<file path="src/rtl/imm_alu_pkg.sv">
package imm_alu_pkg;

    typedef enum logic [2:0] {
        OP_ADD  = 3'b000,
        OP_XOR  = 3'b001,
        OP_AND  = 3'b010,
        OP_OR   = 3'b011,
        OP_CMP  = 3'b100,
        OP_TSTZ = 3'b101,
        OP_TSTM = 3'b110,
        OP_RSV  = 3'b111
    } alu_op_e;

    // Packed MSB first: lz is bit 4, cry is bit 0.
    typedef struct packed {
        logic lz;
        logic sgn;
        logic zro;
        logic ovf;
        logic cry;
    } flags_t;

    localparam int FLAGS_W = $bits(flags_t);

endpackage

</file>
<file path="src/rtl/imm_alu_decode.sv">
module imm_alu_decode
    import imm_alu_pkg::*;
#(
    parameter int WORD_W = 16
) (
    input  logic [WORD_W-1:0] word,
    output logic              legal,
    output logic              dst,
    output alu_op_e           op
);
    localparam int SEL_BIT = 8;
    localparam int OP_LSB  = 5;
    localparam int PFX_W   = WORD_W - SEL_BIT - 1;

    logic [PFX_W-1:0] prefix;
    logic [OP_LSB-1:0] tail;

    always_comb begin
        prefix = word[WORD_W-1:SEL_BIT+1];
        tail   = word[OP_LSB-1:0];
        dst    = word[SEL_BIT];
        op     = alu_op_e'(word[OP_LSB+2:OP_LSB]);
        legal  = (prefix == PFX_W'(1)) && (tail == '0) && (op != OP_RSV);
    end

endmodule

</file>
<file path="src/rtl/imm_alu_exec.sv">
module imm_alu_exec
    import imm_alu_pkg::*;
#(
    parameter int HI_W  = 8,
    parameter int MID_W = 16,
    parameter int LO_W  = 16
) (
    input  alu_op_e                        op,
    input  logic [HI_W+MID_W+LO_W-1:0]     acc_in,
    input  logic [MID_W-1:0]               imm,
    input  flags_t                         flg_in,
    output logic [HI_W+MID_W+LO_W-1:0]     acc_out,
    output logic                           wr,
    output flags_t                         flg_out
);
    localparam int ACC_W = HI_W + MID_W + LO_W;
    localparam int MSB   = ACC_W - 1;
    localparam logic [ACC_W:0] ONE = {{ACC_W{1'b0}}, 1'b1};

    logic [ACC_W-1:0] opnd;
    logic [ACC_W:0]   sum;
    logic [ACC_W:0]   dif;
    logic [MID_W-1:0] mid;
    logic [MID_W-1:0] mid_res;
    logic [MID_W-1:0] masked;

    always_comb begin
        opnd    = {{HI_W{imm[MID_W-1]}}, imm, {LO_W{1'b0}}};
        sum     = {1'b0, acc_in} + {1'b0, opnd};
        dif     = {1'b0, acc_in} + {1'b0, ~opnd} + ONE;
        mid     = acc_in[LO_W +: MID_W];
        masked  = mid & imm;
        mid_res = mid;
        acc_out = acc_in;
        wr      = 1'b0;
        flg_out = flg_in;
        unique case (op)
            OP_ADD: begin
                acc_out     = sum[ACC_W-1:0];
                wr          = 1'b1;
                flg_out.cry = sum[ACC_W];
                flg_out.ovf = (acc_in[MSB] == opnd[MSB]) && (sum[MSB] != acc_in[MSB]);
                flg_out.zro = (sum[ACC_W-1:0] == '0);
                flg_out.sgn = sum[MSB];
            end
            OP_CMP: begin
                flg_out.cry = dif[ACC_W];
                flg_out.ovf = (acc_in[MSB] != opnd[MSB]) && (dif[MSB] != acc_in[MSB]);
                flg_out.zro = (dif[ACC_W-1:0] == '0);
                flg_out.sgn = dif[MSB];
            end
            OP_XOR, OP_AND, OP_OR: begin
                if (op == OP_XOR)      mid_res = mid ^ imm;
                else if (op == OP_AND) mid_res = masked;
                else                   mid_res = mid | imm;
                acc_out[LO_W +: MID_W] = mid_res;
                wr          = 1'b1;
                flg_out.cry = 1'b0;
                flg_out.ovf = 1'b0;
                flg_out.zro = (mid_res == '0);
                flg_out.sgn = mid_res[MID_W-1];
            end
            OP_TSTZ: flg_out.lz = (masked == '0);
            OP_TSTM: flg_out.lz = (masked == imm);
            default: ;
        endcase
    end

endmodule

</file>
<file path="src/rtl/imm_acc_alu.sv">
module imm_acc_alu
    import imm_alu_pkg::*;
#(
    parameter int HI_W  = 8,
    parameter int MID_W = 16,
    parameter int LO_W  = 16
) (
    input  logic                           clk,
    input  logic                           rst,
    input  logic                           in_valid,
    input  logic [MID_W-1:0]               in_word,
    output logic                           in_ready,
    output logic                           illegal,
    output logic [HI_W+MID_W+LO_W-1:0]     acc0,
    output logic [HI_W+MID_W+LO_W-1:0]     acc1,
    output logic [FLAGS_W-1:0]             status
);
    localparam int ACC_W   = HI_W + MID_W + LO_W;
    localparam int NUM_ACC = 2;

    typedef struct packed {
        logic [NUM_ACC-1:0][ACC_W-1:0] acc;
        flags_t                        flg;
        logic                          imm_phase;
        logic                          dst;
        alu_op_e                       op;
        logic                          illegal;
        logic                          ready;
    } state_t;

    state_t st_d, st_q;

    logic             dec_legal;
    logic             dec_dst;
    alu_op_e          dec_op;
    logic [ACC_W-1:0] ex_acc;
    logic             ex_wr;
    flags_t           ex_flg;
    logic             accept;

    imm_alu_decode #(.WORD_W(MID_W)) u_dec (
        .word  (in_word),
        .legal (dec_legal),
        .dst   (dec_dst),
        .op    (dec_op)
    );

    imm_alu_exec #(.HI_W(HI_W), .MID_W(MID_W), .LO_W(LO_W)) u_exec (
        .op      (st_q.op),
        .acc_in  (st_q.acc[st_q.dst]),
        .imm     (in_word),
        .flg_in  (st_q.flg),
        .acc_out (ex_acc),
        .wr      (ex_wr),
        .flg_out (ex_flg)
    );

    always_comb begin
        st_d         = st_q;
        st_d.illegal = 1'b0;
        st_d.ready   = 1'b1;
        accept       = in_valid && st_q.ready;
        if (accept) begin
            if (!st_q.imm_phase) begin
                if (dec_legal) begin
                    st_d.imm_phase = 1'b1;
                    st_d.dst       = dec_dst;
                    st_d.op        = dec_op;
                end else begin
                    st_d.illegal = 1'b1;
                end
            end else begin
                st_d.imm_phase = 1'b0;
                st_d.flg       = ex_flg;
                if (ex_wr) begin
                    st_d.acc[st_q.dst] = ex_acc;
                end
            end
        end
    end

    always_ff @(posedge clk) begin
        if (rst) begin
            st_q <= '0;
        end else begin
            st_q <= st_d;
        end
    end

    assign in_ready = st_q.ready;
    assign illegal  = st_q.illegal;
    assign acc0     = st_q.acc[0];
    assign acc1     = st_q.acc[1];
    assign status   = st_q.flg;

endmodule

</file>
<file path="config.mk">
export PLATFORM = sky130hd
export DESIGN_NAME = imm_acc_alu
export DESIGN_NICKNAME = d
export VERILOG_FILES = /design/src/rtl/imm_alu_pkg.sv /design/src/rtl/imm_alu_decode.sv /design/src/rtl/imm_alu_exec.sv /design/src/rtl/imm_acc_alu.sv
export SDC_FILE = /design/constraint.sdc
export NUM_CORES = 1
export LEC_CHECK = 0
export BUFFER_PORTS_ARGS = -buffer_cell sky130_fd_sc_hd__buf_2
export CAP_MARGIN = 10
export CORE_ASPECT_RATIO = 1.75
export CORE_UTILIZATION = 55
export DETAILED_ROUTE_END_ITERATION = 8
export HOLD_SLACK_MARGIN = 0.12
export PLACE_DENSITY = 0.74
export SLEW_MARGIN = 20
export SYNTH_ARGS = -nofsm -noshare
export SYNTH_HDL_FRONTEND = slang
export SYNTH_SLANG_ARGS = --single-unit
</file>
<file path="constraint.sdc">
create_clock -name clk -period 7.75 [get_ports clk]
set_input_delay 2.325 -clock clk [delete_from_list [all_inputs] [get_ports clk]]
set_output_delay 2.325 -clock clk [all_outputs]
set_load 0.05 [all_outputs]
</file>
==> flow_summary_export.csv, run 1 <==
group,metric,value,unit
clock_tree,clkTransAtPathRegs,0.07,ns
global_routing,grt-ovfl-total,0,
place,io_buffers,105,
timing,fin_crit,5.408,ns
timing,fin_setup_tns,0,ns
setup_path,crit_path_start,"in_word[0]",
synth,synth_area_per_cell,7.604,um^2
synth,synth_ff_type,"dfxtp_1",
timing,finalCritPeriodShare,69.79,%
floorplanning,die_w,96.70,um
global_routing,grt_first_pass_wirelength,39760,um
drt,num_vias,8032,
synth,synth_cells,1135,
hold_path,hp-class,"flop to flop",
drt,drt_wl_total,25110,um
clock_tree,htree_levels,3,
timing,setup_violations,0,
drt,firstDrtPassIters,7,
setup_path,crit_path_start_kind,"primary input",
final_layout,diodes,0,
final_layout,fin_nets,1234,
synth,synth_edf_count,0,
clock_tree,cts_tree,"built",
final_layout,nFillCells,1479,
clock_tree,post_cts_resized,0,
place,hpwlAfterDp,19760,um
pwr,irDropWorstVdd,0.1380,mV
clock_tree,post_cts_buffers,0,
timing,report.final.slew_viol_count,0,
drt,drt_iter0_drc,689,
drt,routedWlPerCell,19.20,um
final_layout,fin_area,8907,um^2
drt,final_antenna_net_count,0,
setup_path,max_stage_delay,0.50,ns
setup_path,cp_slowest_cell,"a311oi_1",
global_routing,grt_max_degree,89,
hold_path,hold_start,"acc0[34]$_SDFFE_PP0P_",
timing,tightest_slew,1.109,ns
final_layout,post-route-util,57.88,%
floorplanning,coreArea,15390,um^2
floorplanning,die_y,167.7,um
clock_tree,clock_sinks,92,
synth,syn-num-nets,1252,
pwr,power_density,117.9,nW/um^2
floorplanning,initial_core_util,56.08,%
clock_tree,postCtsHoldBufs,0,
synth,ys_types,72,
global_routing,grt_pass1_vias,7801,
timing,rsz0062_at_grt,"false",
synth,ys_seq_area_share,21.34,%
final_layout,area_growth,3.204,%
drt,drc,0,
global_routing,antenna_found_initial,0,
clock_tree,cts_buffer_depth,2,
synth,ys_ff_latch,92,
setup_path,path_cells,"buf_2 -> ha_1 -> fa_1 -> a211oi_1 -> a2bb2oi_1 -> a211oi_1 -> o41ai_1 -> o21ai_0 -> a311oi_1 -> a21oi_1 -> nand2_1 -> a21oi_1",
setup_path,cp.arrival,5.60,ns
run,drv_cap,0,
global_routing,grtUsageTotal,30.39,%
final_layout,drive_gt1_share,14.71,%
setup_path,path_max_fanout,4,
synth,async_reset_ff_share,0,%
floorplanning,rows,60,
floorplanning,io_pins,106,
synth,syn-cell-area,8631,um^2
clock_tree,clkLatencyLatePin,0.34,ns
timing,max_slew_margin,25.98,%
setup_path,crit_required,7.94,ns
drt,viasPerCell,6.141,
timing,hold_viol,0,
pwr,leakage,3.943,nW
place,placed_area,8602,um^2
floorplanning,die-area,16220,um^2
setup_path,critical_path_class,"primary input to flop",
status,outcome,"complete, no violations",
setup_path,timing.rr.start,"st_q[5]$_SDFFE_PP0P_",
clock_tree,clockRootBuffer,"clkbuf_16",
place,gp_congestion,1.051,
clock_tree,cts_buffers,9,
synth,yosysWarnings,0,
setup_path,crit_path_end_kind,"flop",
timing,max_freq,0.1849,GHz
timing,fin_skew,0.01046,ns
metal layers:
metal,part of all wire (%),track usage [%]
met1,39,34.32
met2,50,54.01
met3,4.2,3.047
met4,6.4,19.34
met5,0,0
cells by family (layout without fill, tap and decap cells):
logic type      after synthesis  count (layout)  share of synthesized area (%)
xor+xnor                     31              31                          3.146
flops                        92              92                          21.34
fa+ha+maj                    98              98                          14.38
mux                          53              53                          6.480
buf+inv                     210             197                          12.86
compound gates              279             279                          20.99
simple gates                372             372                          20.80
state kept, by name, summed over array words and instances, names as in the netlist:
| register | cells |
|---|---|
| st_q | 5 |
| status | 5 |
| in_ready | 1 |
| acc1 | 40 |
| acc0 | 40 |
| illegal | 1 |
per-stage QoR:
stage               worst slack [ns]  power (mW)  hold WS, ns  cells
global placement               2.166      0.6137       0.4583   1292
finish                         2.342       1.051       0.4708   1308
detailed placement             2.060      0.6151       0.4606   1292
global route                   2.095       1.087       0.4922   1308
floorplan                      2.745      0.5753       0.4458   1135
CTS                            2.411       1.053       0.4710   1308
cell usage after synthesis (all sizes together) (4+ instances only):
master,instances,area (um^2)
nor2b,44,275.3
xor2,10,87.58
nand4,10,62.56
buf,91,663.1
a211oi,39,302.8
dfxtp,92,1842
inv,69,259.0
a21o,10,75.07
xnor2,21,183.9
a21oi,87,435.4
clkbuf,50,187.7
o21bai,5,37.54
nand2,103,386.6
nor3,27,135.1
o22ai,17,106.4
mux2i,30,300.3
nand3,12,60.06
a31oi,5,31.28
nand2b,9,56.30
ha,96,1201
o21ai,56,280.3
mux2,23,259.0
o21a,8,60.06
nor4,28,175.2
nor3b,4,35.03
nor2,109,411.7
a2111oi,4,66.32
o211ai,8,60.06
o31ai,9,67.56
or4,5,41.29
layout make-up:
class	count	area [um^2]	area share [%]
well taps	186	232.7	2.613
clock inverters	3	45.04	0.5057
repair buffers	112	578.1	6.490
flip-flops and latches	92	1843	20.69
inverters	69	259.0	2.908
multi-input cells	833	5689	63.87
clock buffers	13	260.3	2.922
cell usage in the layout, fill, tap and decap left out, types with 3 or more instances in the layout:
master     count
nor2b_1       44
ha_1          96
o21a_1         8
or3_1          3
nand4_1       10
o31ai_1        9
nor3b_1        3
a31oi_1        5
o211ai_1       8
nor3_1        25
clkbuf_16      9
o22ai_1       17
nand2_1      103
nor4_1        28
a21o_1        10
and2_1         3
nand3b_1       3
xor2_1        10
o2111ai_1      3
nand3_1       12
a211oi_1      37
o21ai_0       54
nand2b_1       9
o21bai_1       5
mux2i_1       30
a221oi_1       3
mux2_2        22
o31a_1         3
or4_1          4
inv_1         68
xnor2_1       21
dfxtp_1       91
buf_4          7
a21oi_1       87
buf_2        105
nor2_1       108
worst max-delay path, delay by kind of cell:
| kind | cells | cell delay [ns] |
|---|---|---|
| AND/OR/NAND/NOR | 1 | 0.11 |
| buffers and inverters | 1 | 0.13 |
| adder cells (fa/ha/maj) | 2 | 0.72 |
| AO/OA/AOI/OAI | 8 | 2.30 |
where the power goes:
part           total [mW]  switching, mW  internal, mW
registers           0.473       0.000231         0.473
clock network       0.442          0.174         0.268
logic               0.135         0.0906        0.0445
final timing paths:
kind / to / slack, ns / cells after the start
max: acc0[36]$_SDFFE_PP0P_ / 2.34 / 12
min: acc0[34]$_SDFFE_PP0P_ / 0.47 / 2
max reg2reg: acc0[36]$_SDFFE_PP0P_ / 2.72 / 13
min reg2reg: acc0[34]$_SDFFE_PP0P_ / 0.47 / 2
Note: power is estimated with default switching activity, not from simulation.
==> inputs of run 2 (changes only) <==
==> constraint.sdc (replaced) <==
create_clock -name clk -period 5.1 [get_ports clk]
set_input_delay 1.53 -clock clk [delete_from_list [all_inputs] [get_ports clk]]
set_output_delay 1.53 -clock clk [all_outputs]
set_load 0.05 [all_outputs]
==> run 2 against run 1 <==
Net effect: cell count increased by 0.61%; clock power rose by 50%; sequential cell count is the same; register-to-register slack worse by 2.1 ns; hold slack about the same; sequential share of layout area down 0.13 points; setup slack got worse by 1.9 ns; core utilization increased by 0.37 points; critical path depth rose by 1; critical path type unchanged; critical endpoint is now acc1[36]$_SDFFE_PP0P_.
==> flow_summary_export.csv, run 2 (synthesis results as in run 1) <==
group,metric,value,unit
timing,hold_viol,0,
global_routing,grt_max_degree,89,
clock_tree,clockRootBuffer,"clkbuf_16",
floorplanning,die_w,96.70,um
setup_path,cp_slowest_cell,"o41ai_1",
setup_path,timing.rr.start,"st_q[5]$_SDFFE_PP0P_",
drt,num_vias,7993,
setup_path,rrSetupSlack,0.62,ns
drt,drc,0,
setup_path,worstRegToRegCells,12,
final_layout,post-route-util,58.25,%
global_routing,grt-ovfl-total,0,
final_layout,final_cell_mix,"108 x nor2_1, 105 x buf_2, 103 x nand2_1, 96 x ha_1, 91 x dfxtp_1",
clock_tree,clock_sinks,92,
place,hpwlAfterDp,20030,um
clock_tree,post_cts_buffers,0,
setup_path,crit_path_end_kind,"flop",
clock_tree,post_cts_resized,0,
floorplanning,rows,60,
drt,drt_wl_total,25300,um
place,dp.cells,1300,
drt,viasPerCell,6.074,
status,outcome,"complete, no violations",
clock_tree,postCtsHoldBufs,0,
final_layout,drive_gt1_share,15.40,%
floorplanning,initial_core_util,56.08,%
hold_path,hp-class,"flop to flop",
clock_tree,clkLatencyLatePin,0.33,ns
setup_path,crit_path_start_kind,"primary input",
setup_path,path_max_fanout,4,
clock_tree,cts_buffers,9,
drt,drt_iter0_drc,554,
final_layout,area_growth,3.871,%
timing,report.final.slew_viol_count,0,
setup_path,cp.arrival,4.89,ns
timing,fin_crit,4.644,ns
pwr,leakage,3.985,nW
setup_path,max_stage_delay,0.49,ns
setup_path,critical_path_class,"primary input to flop",
setup_path,crit_required,5.35,ns
floorplanning,coreArea,15390,um^2
timing,finalCritPeriodShare,91.06,%
place,gp_congestion,1.064,
place,dp_slack,0.1946,ns
final_layout,fin_nets,1242,
place,io_buffers,105,
clock_tree,cts_tree,"built",
pwr,irDropWorstVdd,0.1426,mV
setup_path,endpoint,"acc1[36]$_SDFFE_PP0P_",
place,placed_area,8662,um^2
clock_tree,htree_levels,3,
timing,tightest_slew,1.093,ns
setup_path,reg2reg_to,"acc1[36]$_SDFFE_PP0P_",
final_layout,layoutNonFillerInstCount,1316,
final_layout,layout_commonest_cell,"nor2_1",
drt,routedWlPerCell,19.22,um
setup_path,path_cells,"buf_2 -> ha_1 -> fa_1 -> a211oi_1 -> a2bb2oi_1 -> a211oi_1 -> o41ai_1 -> o21ai_0 -> nor4b_1 -> a311oi_1 -> a21oi_1 -> nand2_1 -> a21oi_1",
pwr,power_density,177.2,nW/um^2
floorplanning,die-area,16220,um^2
timing,hold-worst-slack,0.4712,ns
timing,fin_ws,0.4562,ns
drt,final_antenna_net_count,0,
timing,max_freq,0.2153,GHz
setup_path,worst-path-stages,13,
global_routing,grt_pass1_vias,7716,
timing,max_slew_margin,26.56,%
clock_tree,cts_buffer_depth,2,
global_routing,grt_first_pass_wirelength,39600,um
floorplanning,io_pins,106,
timing,setup_violations,0,
timing,fin_skew,0.008922,ns
global_routing,grtUsageTotal,30.40,%
setup_path,crit_path_start,"in_word[0]",
timing,rsz0062_at_grt,"false",
run,drv_cap,0,
setup_path,critPathTopFamily,"compound AO/OA/AOI/OAI gates",
drt,firstDrtPassIters,5,
global_routing,antenna_found_initial,0,
timing,fin_setup_tns,0,ns
pwr,p_total,1.588,mW
final_layout,fin_area,8965,um^2
setup_path,crit_buf_inv,1,
final_layout,diodes,0,
clock_tree,clkTransAtPathRegs,0.06,ns
floorplanning,die_y,167.7,um
## run 2: changes by cell type in the layout (fill, tap and decap cells not counted)
cell / before / now
clkinv_2: 0 / 1
clkinv_4: 0 / 1
buf_4: 7 / 15
clkinvlp_4: 2 / 1
clkbuf_1: 2 / 1
clkbuf_8: 2 / 1
inv_6: 0 / 1
## run 2: worst min path at each step
stage / from / endpoint / slack (ns) / cells past startpoint
4_1_cts: acc0[37]$_SDFFE_PP0P_ / acc0[37]$_SDFFE_PP0P_ / 0.47 / 2
3_3_place_gp: acc0[25]$_SDFFE_PP0P_ / acc0[25]$_SDFFE_PP0P_ / 0.45 / 2
2_1_floorplan: st_q[6]$_SDFFE_PP0P_ / illegal$_SDFF_PP0_ / 0.45 / 1
3_5_place_dp: acc0[37]$_SDFFE_PP0P_ / acc0[37]$_SDFFE_PP0P_ / 0.46 / 2
6_report: acc0[34]$_SDFFE_PP0P_ / acc0[34]$_SDFFE_PP0P_ / 0.47 / 2
5_1_grt: acc0[37]$_SDFFE_PP0P_ / acc0[37]$_SDFFE_PP0P_ / 0.49 / 2
## run 2: power by group
group	leakage, nW	switching (mW)	internal [mW]
logic	3.10	0.137	0.0682
registers	0.742	0.000395	0.719
clock network	0.146	0.269	0.395
total	3.99	0.406	1.18
## run 2: per-layer routing
metal  share of wire, %  up-vias  track usage (%)
li1                   -     3858                -
met1                 40     3717            33.77
met2                 50      318            54.62
met3                4.2      100            2.963
met4                6.1        0            19.66
met5                  0        -                0
## run 2: cell type report
cell class,count,area [um^2]
clock buffers,11,242.7
inverters,69,259.0
flip-flops and latches,92,1843
clock inverters,5,60.06
multi-input cells,833,5689
fillers,1446,6425
repair buffers,120,638.1
well taps,186,232.7
## run 2: tightest hold or removal path: stages (launching register included)
cell and delay [ns]:
dfxtp_1 0.32, nand2_1 0.05, a21oi_1 0.05
==> inputs of run 3 (changes only) <==
--- a/config.mk
+++ b/config.mk
@@ -8,10 +8,11 @@
 export BUFFER_PORTS_ARGS = -buffer_cell sky130_fd_sc_hd__buf_2
 export CAP_MARGIN = 10
 export CORE_ASPECT_RATIO = 1.75
-export CORE_UTILIZATION = 55
+export CORE_UTILIZATION = 54
+export CTS_CLUSTER_DIAMETER = 40
 export DETAILED_ROUTE_END_ITERATION = 8
 export HOLD_SLACK_MARGIN = 0.12
-export PLACE_DENSITY = 0.74
+export PLACE_DENSITY = 0.76
 export SLEW_MARGIN = 20
 export SYNTH_ARGS = -nofsm -noshare
 export SYNTH_HDL_FRONTEND = slang
==> constraint.sdc (replaced) <==
create_clock -name clk -period 4.1 [get_ports clk]
set_input_delay 1.23 -clock clk [delete_from_list [all_inputs] [get_ports clk]]
set_output_delay 1.23 -clock clk [all_outputs]
set_load 0.05 [all_outputs]
==> run 3 against run 2 <==
Net effect: final area up 10%; global-route usage increased by 2.1 points; core utilization up 5.7 points; non-clock buffer count increased by 111; routed wire length grew 8.7%; cell count increased by 8.4%; critical path type unchanged; largest power group unchanged; highest routed layer unchanged.
==> flow_summary_export.csv, run 3 (synthesis results as in run 1) <==
group,metric,value,unit
drt,drt_iter0_drc,859,
timing,hold_viol,0,
place,dp.cells,1411,
status,outcome,"complete, no violations",
drt,drt_wl_total,27500,um
floorplanning,io_pins,106,
timing,fin_skew,0.007582,ns
final_layout,layout_commonest_cell,"buf_4",
clock_tree,cts_tree,"built",
setup_path,path_cells,"buf_2 -> ha_1 -> buf_4 -> a21oi_1 -> nor2_1 -> o21ai_0 -> nand2b_1 -> buf_4 -> a21oi_1 -> xnor2_1 -> or4_1 -> nor4_1 -> a41o_1",
floorplanning,initial_core_util,55.81,%
setup_path,crit_required,4.39,ns
clock_tree,clock_sinks,92,
clock_tree,htree_levels,3,
clock_tree,cts_buffer_depth,2,
pwr,combPwrFrac,15.2,%
final_layout,fin_nets,1353,
drt,num_vias,8658,
final_layout,diodes,0,
clock_tree,clkTransAtPathRegs,0.07,ns
hold_path,hp-class,"flop to flop",
timing,rsz0062_at_grt,"false",
pwr,power_density,208.0,nW/um^2
floorplanning,die-area,16510,um^2
drt,final_antenna_net_count,0,
drt,drc,0,
run,drv_cap,0,
timing,tightest_slew,1.002,ns
pwr,sw_frac_of_total,26.43,%
floorplanning,die_y,169.2,um
floorplanning,die_w,97.57,um
drt,viasPerCell,6.067,
place,hpwlAfterDp,21720,um
final_layout,post-route-util,63.97,%
drt,firstDrtPassIters,5,
pwr,intPower,1.514,mW
pwr,p_sw,0.5440,mW
timing,fin_crit,4.039,ns
setup_path,worstRegToRegCells,12,
clock_tree,clockRootBuffer,"clkbuf_16",
timing,report.final.slew_viol_count,0,
final_layout,area_growth,14.63,%
final_layout,final_cell_mix,"125 x buf_4, 108 x nor2_1, 105 x buf_2, 103 x nand2_1, 96 x ha_1",
global_routing,grt_first_pass_wirelength,43110,um
pwr,p_seq_share,43.4,%
pwr,irDropWorstVdd,0.1997,mV
global_routing,grtUsageTotal,32.54,%
place,io_buffers,105,
setup_path,crit_path_end_kind,"flop",
pwr,p_clk_share,41.3,%
final_layout,drive_gt1_share,23.85,%
pwr,leakage,4.539,nW
setup_path,cp_slowest_cell,"or4_1",
hold_path,hold_depth,2,
floorplanning,rows,60,
final_layout,layoutNonFillerInstCount,1427,
timing,max_freq,0.2476,GHz
place,gp_congestion,1.047,
setup_path,cp.arrival,4.33,ns
drt,routedWlPerCell,19.27,um
clock_tree,cts_buffers,9,
clock_tree,clkLatencyLatePin,0.34,ns
floorplanning,coreArea,15460,um^2
setup_path,crit_path_start_kind,"primary input",
global_routing,antenna_found_initial,0,
global_routing,grt-ovfl-total,0,
global_routing,grt_max_degree,89,
timing,setup_violations,0,
setup_path,path_max_fanout,4,
global_routing,grt_pass1_vias,8507,
setup_path,max_stage_delay,0.57,ns
timing,finalCritPeriodShare,98.52,%
final_layout,nFillCells,1384,
timing,max_slew_margin,32.97,%
timing,fin_setup_tns,0,ns
setup_path,critical_path_class,"primary input to flop",
## run 3: power by group through the flow
stage | Sequential, mW | Clock [mW] | Combinational (mW)
floorplan | 0.918 | 0 | 0.169
global placement | 0.915 | 0 | 0.300
detailed placement | 0.915 | 0 | 0.303
CTS | 0.895 | 0.854 | 0.304
global route | 0.894 | 0.888 | 0.338
finish | 0.894 | 0.851 | 0.313
## run 3: timing repair
action                     4_1_cts  5_1_grt
gates resized for setup          0       15
setup endpoints to repair        0       16
hold buffers                     0        0
setup buffers                    0        0
## run 3: area by class of cell
class	instances	area (um^2)	share of cell area, %
clock buffers	10	239.0	2.416
multi-input cells	833	5762	58.24
well taps	186	232.7	2.352
inverters	69	259.0	2.618
repair buffers	231	1484	15.00
clock inverters	6	71.32	0.7209
flip-flops and latches	92	1846	18.65
## run 3: path summary, 6_finish.rpt
path | start | endpoint | slack (ns)
setup / recovery | in_word[0] | status[2]$_SDFFE_PP0P_ | 0.06
hold / removal | acc0[36]$_SDFFE_PP0P_ | acc0[36]$_SDFFE_PP0P_ | 0.47
setup reg to reg | st_q[5]$_SDFFE_PP0P_ | status[2]$_SDFFE_PP0P_ | 0.16
hold reg to reg | acc0[36]$_SDFFE_PP0P_ | acc0[36]$_SDFFE_PP0P_ | 0.47
## run 3: layer usage
metal / part of all wire, % / global-route usage [%] / up-vias
li1: - / - / 4072
met2: 50 / 58.19 / 408
met1: 38 / 35.72 / 4055
met5: 0 / 0 / -
met3: 5.2 / 3.295 / 123
met4: 7.1 / 22.76 / 0
## run 3: through the flow
step                      setup WS [ns]  total power, mW  hold WS, ns  area (um^2)
after floorplan                 0.08538            1.088       0.4458         8633
after global placement          -0.2215            1.215       0.4559         9508
after detailed placement        -0.2793            1.218       0.4648         9508
after CTS                       0.03096            2.053       0.4748         9818
after global routing           0.007372            2.119       0.4905         9893
final                           0.06057            2.058       0.4709         9893
## run 3: worst max-delay path, delay by kind of cell
family | cells | cell delay (ns)
buf+inv | 3 | 0.45
simple gates | 4 | 1.13
xor+xnor | 1 | 0.14
fa+ha+maj | 1 | 0.23
compound gates | 4 | 1.15
